### src/rtl/sp_pkg.sv
package sp_pkg;
  localparam int SP_W = 8;
  typedef logic [SP_W-1:0] sp_t;

  typedef enum logic [2:0] {
    OP_HOLD  = 3'd0,
    OP_PUSH  = 3'd1,
    OP_POP   = 3'd2,
    OP_LOAD  = 3'd3,
    OP_CLASH = 3'd4
  } sp_op_e;

  // Classify one cycle of requests; a load outranks the strobes.
  function automatic sp_op_e sp_classify(logic push, logic pop, logic load);
    if (load)              return OP_LOAD;
    else if (push && pop)  return OP_CLASH;
    else if (push)         return OP_PUSH;
    else if (pop)          return OP_POP;
    else                   return OP_HOLD;
  endfunction

  // Next pointer value for an operation; arithmetic wraps modulo 2**SP_W.
  function automatic sp_t sp_step(sp_op_e op, sp_t cur, sp_t wdata);
    case (op)
      OP_PUSH: return cur + sp_t'(1);
      OP_POP:  return cur - sp_t'(1);
      OP_LOAD: return wdata;
      default: return cur;
    endcase
  endfunction

  function automatic sp_t sp_larger(sp_t a, sp_t b);
    return (a > b) ? a : b;
  endfunction

  function automatic logic sp_is_top(sp_t v);
    return &v;
  endfunction
endpackage

### src/rtl/sp_update.sv
module sp_update
  import sp_pkg::*;
#(
  parameter sp_t RST_VAL = 8'h07
) (
  input  logic clk,
  input  logic rst_n,
  input  logic push_i,
  input  logic pop_i,
  input  logic load_i,
  input  sp_t  wdata_i,
  output sp_t  sp_o,
  output sp_t  sp_next_o,
  output logic clash_o,
  output logic wrap_o
);
  sp_op_e op;
  sp_t    sp_q;
  sp_t    sp_d;

  // Named events for the checks.
  logic ev_push, ev_pop, ev_load, ev_clash, ev_hold;

  always_comb begin
    op   = sp_classify(push_i, pop_i, load_i);
    sp_d = sp_step(op, sp_q, wdata_i);
  end

  assign ev_push  = (op == OP_PUSH);
  assign ev_pop   = (op == OP_POP);
  assign ev_load  = (op == OP_LOAD);
  assign ev_clash = (op == OP_CLASH);
  assign ev_hold  = (op == OP_HOLD);

  always_ff @(posedge clk or negedge rst_n) begin
    if (!rst_n) sp_q <= RST_VAL;
    else        sp_q <= sp_d;
  end

  assign sp_o      = sp_q;
  assign sp_next_o = sp_d;
  assign clash_o   = push_i & pop_i;
  assign wrap_o    = ev_push & sp_is_top(sp_q);

  AST_PUSH_INC: assert property (@(posedge clk) disable iff (!rst_n)
    ev_push |=> (sp_q == sp_t'($past(sp_q) + sp_t'(1))));
  AST_POP_DEC: assert property (@(posedge clk) disable iff (!rst_n)
    ev_pop |=> (sp_q == sp_t'($past(sp_q) - sp_t'(1))));
  AST_CLASH_HOLD: assert property (@(posedge clk) disable iff (!rst_n)
    (push_i && pop_i && !load_i) |=> $stable(sp_q));
  AST_LOAD_TAKES: assert property (@(posedge clk) disable iff (!rst_n)
    load_i |=> (sp_q == $past(wdata_i)));
  AST_IDLE_HOLD: assert property (@(posedge clk) disable iff (!rst_n)
    (!push_i && !pop_i && !load_i) |=> $stable(sp_q));
  AST_ONE_OP: assert property (@(posedge clk) disable iff (!rst_n)
    $onehot({ev_push, ev_pop, ev_load, ev_clash, ev_hold}));
endmodule

### src/rtl/hwm_track.sv
module hwm_track
  import sp_pkg::*;
#(
  parameter sp_t RST_VAL = 8'h07
) (
  input  logic clk,
  input  logic rst_n,
  input  sp_t  sp_i,
  input  sp_t  sp_next_i,
  input  logic wrap_i,
  output sp_t  max_o
);
  sp_t  max_q;
  logic ev_raise;

  assign ev_raise = sp_next_i > max_q;

  always_ff @(posedge clk or negedge rst_n) begin
    if (!rst_n)        max_q <= RST_VAL;
    else if (ev_raise) max_q <= sp_larger(max_q, sp_next_i);
  end

  assign max_o = max_q;

  AST_MAX_MONO: assert property (@(posedge clk) disable iff (!rst_n)
    1'b1 |=> (max_q >= $past(max_q)));
  AST_MAX_COVERS: assert property (@(posedge clk) disable iff (!rst_n)
    max_q >= sp_i);
  AST_MAX_SATURATE: assert property (@(posedge clk) disable iff (!rst_n)
    wrap_i |=> (max_q == {SP_W{1'b1}}));
  AST_MAX_STICKY_TOP: assert property (@(posedge clk) disable iff (!rst_n)
    sp_is_top(max_q) |=> sp_is_top(max_q));
endmodule

### src/rtl/dbg_readmux.sv
module dbg_readmux
  import sp_pkg::*;
#(
  parameter int            ADDR_W = 8,
  parameter [ADDR_W-1:0]   MATCH  = 8'h1A
) (
  input  logic              clk,
  input  logic              rst_n,
  input  logic [ADDR_W-1:0] addr_i,
  input  sp_t               max_i,
  output sp_t               rdata_o
);
  logic ev_hit;

  assign ev_hit  = (addr_i == MATCH);
  assign rdata_o = ev_hit ? max_i : '0;

  AST_DBG_MISS_ZERO: assert property (@(posedge clk) disable iff (!rst_n)
    !ev_hit |-> (rdata_o == '0));
  AST_DBG_HIT_MAX: assert property (@(posedge clk) disable iff (!rst_n)
    ev_hit |-> (rdata_o == max_i));
endmodule

### src/rtl/stack_watch.sv
module stack_watch
  import sp_pkg::*;
#(
  parameter sp_t         RST_VAL  = 8'h07,
  parameter int          DBG_AW   = 8,
  parameter [DBG_AW-1:0] DBG_ADDR = 8'h1A
) (
  input  logic              clk,
  input  logic              rst_n,
  input  logic              push_i,
  input  logic              pop_i,
  input  logic              sp_wr_i,
  input  logic [SP_W-1:0]   sp_wdata_i,
  input  logic [DBG_AW-1:0] dbg_addr_i,
  output logic [SP_W-1:0]   sp_o,
  output logic [SP_W-1:0]   spmax_o,
  output logic [SP_W-1:0]   dbg_rdata_o,
  output logic              clash_o
);
  sp_t  sp_cur, sp_nxt, max_val;
  logic wrap_ev;

  sp_update #(.RST_VAL(RST_VAL)) u_sp (
    .clk(clk), .rst_n(rst_n), .push_i(push_i), .pop_i(pop_i),
    .load_i(sp_wr_i), .wdata_i(sp_wdata_i), .sp_o(sp_cur),
    .sp_next_o(sp_nxt), .clash_o(clash_o), .wrap_o(wrap_ev)
  );

  hwm_track #(.RST_VAL(RST_VAL)) u_hwm (
    .clk(clk), .rst_n(rst_n), .sp_i(sp_cur), .sp_next_i(sp_nxt),
    .wrap_i(wrap_ev), .max_o(max_val)
  );

  dbg_readmux #(.ADDR_W(DBG_AW), .MATCH(DBG_ADDR)) u_dbg (
    .clk(clk), .rst_n(rst_n), .addr_i(dbg_addr_i), .max_i(max_val),
    .rdata_o(dbg_rdata_o)
  );

  assign sp_o    = sp_cur;
  assign spmax_o = max_val;

  AST_RESET_VALUES: assert property (@(posedge clk)
    $rose(rst_n) |-> (sp_o == RST_VAL && spmax_o == RST_VAL));
endmodule

### config.mk
export PLATFORM = sky130hd
export DESIGN_NAME = stack_watch
export DESIGN_NICKNAME = d
export VERILOG_FILES = /design/src/rtl/sp_pkg.sv /design/src/rtl/sp_update.sv /design/src/rtl/hwm_track.sv /design/src/rtl/dbg_readmux.sv /design/src/rtl/stack_watch.sv
export SDC_FILE = /design/constraint.sdc
export NUM_CORES = 1
export LEC_CHECK = 0
export BUFFER_PORTS_ARGS = -buffer_cell sky130_fd_sc_hd__buf_2
export CAP_MARGIN = 20
export CORE_MARGIN = 1.5
export CORE_UTILIZATION = 54
export DETAILED_ROUTE_END_ITERATION = 10
export PLACE_DENSITY_LB_ADDON = 0.08
export SLEW_MARGIN = 20
export SYNTH_ARGS = -nofsm -noshare
export SYNTH_HDL_FRONTEND = slang
export SYNTH_SLANG_ARGS = --single-unit
### constraint.sdc
create_clock -name clk -period 7.95 [get_ports clk]
set_input_delay 0.795 -clock clk [delete_from_list [all_inputs] [get_ports clk]]
set_output_delay 0.795 -clock clk [all_outputs]
set_load 0.1 [all_outputs]
==> flow_summary.yaml <==
global_routing:
  antenna_found_initial: 0
  grt_usage: 0.2353
  grt_pass1_vias: 1105
  grt_pass1_wl_um: 4892
  grt_overflow_total: 0
  grt_max_degree: 25
power_and_ir_drop:
  p_int_w: 0.0002632
  ir_worst_vdd_uv: 295.1
  powerDensity_mw_per_mm2: 375.5
  combPwrFrac: 0.683
  total_power_w: 0.0006263
  pwr-share-clk: 0.087
  pwr-share-seq: 0.231
  switchingPower_w: 0.0003631
  leakagePower_nw: 0.8953
  switching_share: 0.5798
floorplan:
  initial_core_util: 0.5617
  die_area_mm2: 0.002865
  die_w_um: 53.53
  coreArea_mm2: 0.002455
  rows: 18
  io_pins: 46
  die_h_um: 53.53
place:
  pre_cts_slack_ns: 3.411
  io_buffers: 45
  place_congestion: 0.8162
  dp_hpwl_um: 2513
routing:
  ant_nets: 0
  dr.pass1.iters: 4
  drt_iter0_markers: 22
  via_per_inst: 5.597
  routedWlPerCell_um: 14.12
  drt-total-wl_um: 3121
  vias: 1237
  drc: 0
layout:
  layout.nets: 227
  fin_util: 0.6794
  diodes: 0
  fill_cells: 212
  drive_above_1_share: 0.3508
  syn_to_final_growth_pct: 20.96
yosys:
  syn_area_per_cell_um2: 9.575
  synthCells: 144
  ys.flop_type: "dfrtp_1"
  synth_seq_area_share: 0.2958
  synth_top_cell_by_area: "dfrtp_1"
  synth_edf_count: 0
  syn-num-nets: 179
  synth_area_leaders: "dfrtp_1 18%, ha_1 12%, dfstp_2 11%"
  ys_seq_elements: 16
  ys.warnings.count: 0
  synth_most_common_cell: "ha_1"
  synth_top_cell_area_share: 0.1815
  syn_area_mm2: 0.001379
  async_flop_share: 1.000
  ys_types: 43
  netlist_top_cells_count: "13 x ha_1, 11 x and2_1, 10 x dfrtp_1, 10 x inv_1, 10 x nand2_1"
setup_path:
  cp.required_ns: 8.13
  worstSetupEndpointType: "flip-flop"
  path_buf_inv: 3
  cp_slowest_cell: "nor3b_2"
  critPathTopFamily: "compound AO/OA/AOI/OAI gates"
  critical_path.startpoint: "sp_wr_i"
  critPathMaxFanout: 24
  r2r_slack_ns: 4.49
  crit_type: "in -> reg"
  critPathLaunchType: "primary input"
  critPathMostFrequentCell: "ha_1"
  cp_cell_sequence: "buf_2 -> nor3b_2 -> ha_1 -> a21o_1 -> a211oi_1 -> nor2_1 -> a221o_1 -> inv_1 -> ha_1 -> a211o_1 -> o31ai_1 -> o211ai_4 -> inv_4 -> mux2_4"
  r2r-start: "u_sp.sp_o[0]$_DFF_PN1_"
  slowest_delay_ns: 0.54
  crit_arrival_ns: 4.42
worst_hold_path:
  hold_class: "in -> async"
sta:
  finalSetupViolCount: 0
  timing.fmax_mhz: 235.7
  hold_viol_final: 0
  finalMaxSlewViolations: 0
  rsz0062_at_grt: "false"
  min_period_over_period: 0.5338
  finalClockSkew_ns: 0.001489
  setup_slack_ns: 3.707
  setup_tns_ns: 0
  fin_crit_ns: 4.243
  maxSlewHeadroom: 0.5669
  worst_pin_slew_ns: 0.6475
cts:
  postCtsSetupRepairBufs: 0
  cts_buffers: 3
  cts_tree: "yes"
  root_buffer: "clkbuf_4"
  hold_buffers: 0
  clock_latency_ns: 0.29
  clk_pin_slew_ns: 0.10
  cts_sinks: 16
  cts-resized-gates: 0
  clockBufferDepth: 2
  htreeDepth: 1
flow_run:
  max_cap_viol_count: 0
run_status:
  status: "finished clean"
[worst register-to-register path, cell delays in order (launching register included)]
cell and delay (ns):
dfstp_2 0.58, inv_1 0.07, fa_1 0.45, nor2b_1 0.18
o21ai_0 0.13, and2_1 0.18, a211o_1 0.30, ha_1 0.22
a211o_1 0.23, o31ai_1 0.39, o211ai_4 0.17, inv_4 0.14
mux2_4 0.30
[cell type report]
class / count / area [um^2] / share of cell area
clock buffer: 4 / 36.28 / 0.02176
inverter: 11 / 43.79 / 0.02626
sequential: 16 / 407.9 / 0.2446
multi-input combinational: 115 / 917.1 / 0.5499
timing repair buffer: 45 / 225.2 / 0.1350
tap: 30 / 37.54 / 0.02251
[power groups by stage]
| stage | sequential [W] | clock, W | combinational (W) |
|---|---|---|---|
| after floorplan | 0.000344 | 0 | 0.000160 |
| after global placement | 0.000145 | 0 | 0.000422 |
| after detailed placement | 0.000146 | 0 | 0.000428 |
| after CTS | 0.000145 | 0.0000560 | 0.000430 |
| after global routing | 0.000149 | 0.0000589 | 0.000452 |
| final | 0.000144 | 0.0000543 | 0.000428 |
[flip-flops by register name, indices dropped and copies added (netlist names)]
signal and count:
u_hwm.max_o 8, u_sp.sp_o 8
[per-layer routing]
| metal | part of all wire | vias to the layer above | global-route usage | wire [um] |
|---|---|---|---|---|
| li1 | - | 621 | - | - |
| met1 | 0.45 | 577 | 0.3011 | 1420 |
| met2 | 0.49 | 37 | 0.4136 | 1542 |
| met3 | 0.046 | 2 | 0.03333 | 143 |
| met4 | 0.0045 | 0 | 0.06410 | 14 |
| met5 | 0 | - | 0 | 0 |
[cells in the final DEF (no fill, tap or decap), types with 3 or more instances in the layout]
cell | synthesis | routed
o21ai_0 | 8 | 8
ha_1 | 13 | 13
a21o_1 | 5 | 5
nor2_1 | 8 | 8
buf_2 | 2 | 45
clkbuf_4 | 0 | 3
mux2_4 | 6 | 6
nand2_1 | 10 | 10
inv_1 | 10 | 10
and2_1 | 11 | 11
nor3_1 | 3 | 3
dfstp_2 | 6 | 6
dfrtp_1 | 10 | 10
nor2b_1 | 4 | 4
and3_1 | 4 | 4
a21oi_1 | 6 | 6
[stage by stage]
stage	cell area (um^2)	hold slack, ns	std cells
after floorplan	1379	0.4994	144
after global placement	1632	0.5330	217
after detailed placement	1632	0.5352	217
after CTS	1668	0.4119	221
after global routing	1668	0.4246	221
final	1668	0.3983	221
[path summary, 6_finish.rpt]
check | cells after the start | end
max | 14 | u_hwm.max_o[6]$_DFFE_PN0P_
min | 1 | u_hwm.max_o[7]$_DFFE_PN0P_
max reg2reg | 12 | u_hwm.max_o[6]$_DFFE_PN0P_
min reg2reg | 2 | u_hwm.max_o[4]$_DFFE_PN0P_
max in group asynchronous | 1 | u_sp.sp_o[0]$_DFF_PN1_
min in group clk | 2 | u_hwm.max_o[4]$_DFFE_PN0P_
[logic make-up after synthesis]
| group | Yosys count | share of synthesized area |
|---|---|---|
| mux | 10 | 0.09619 |
| fa+ha+maj | 14 | 0.1325 |
| simple gates | 51 | 0.2105 |
| flops | 16 | 0.2958 |
| xor+xnor | 4 | 0.03086 |
| compound gates | 36 | 0.1951 |
| buf+inv | 13 | 0.03903 |
No activity file was read; power rests on OpenSTA's default activity.
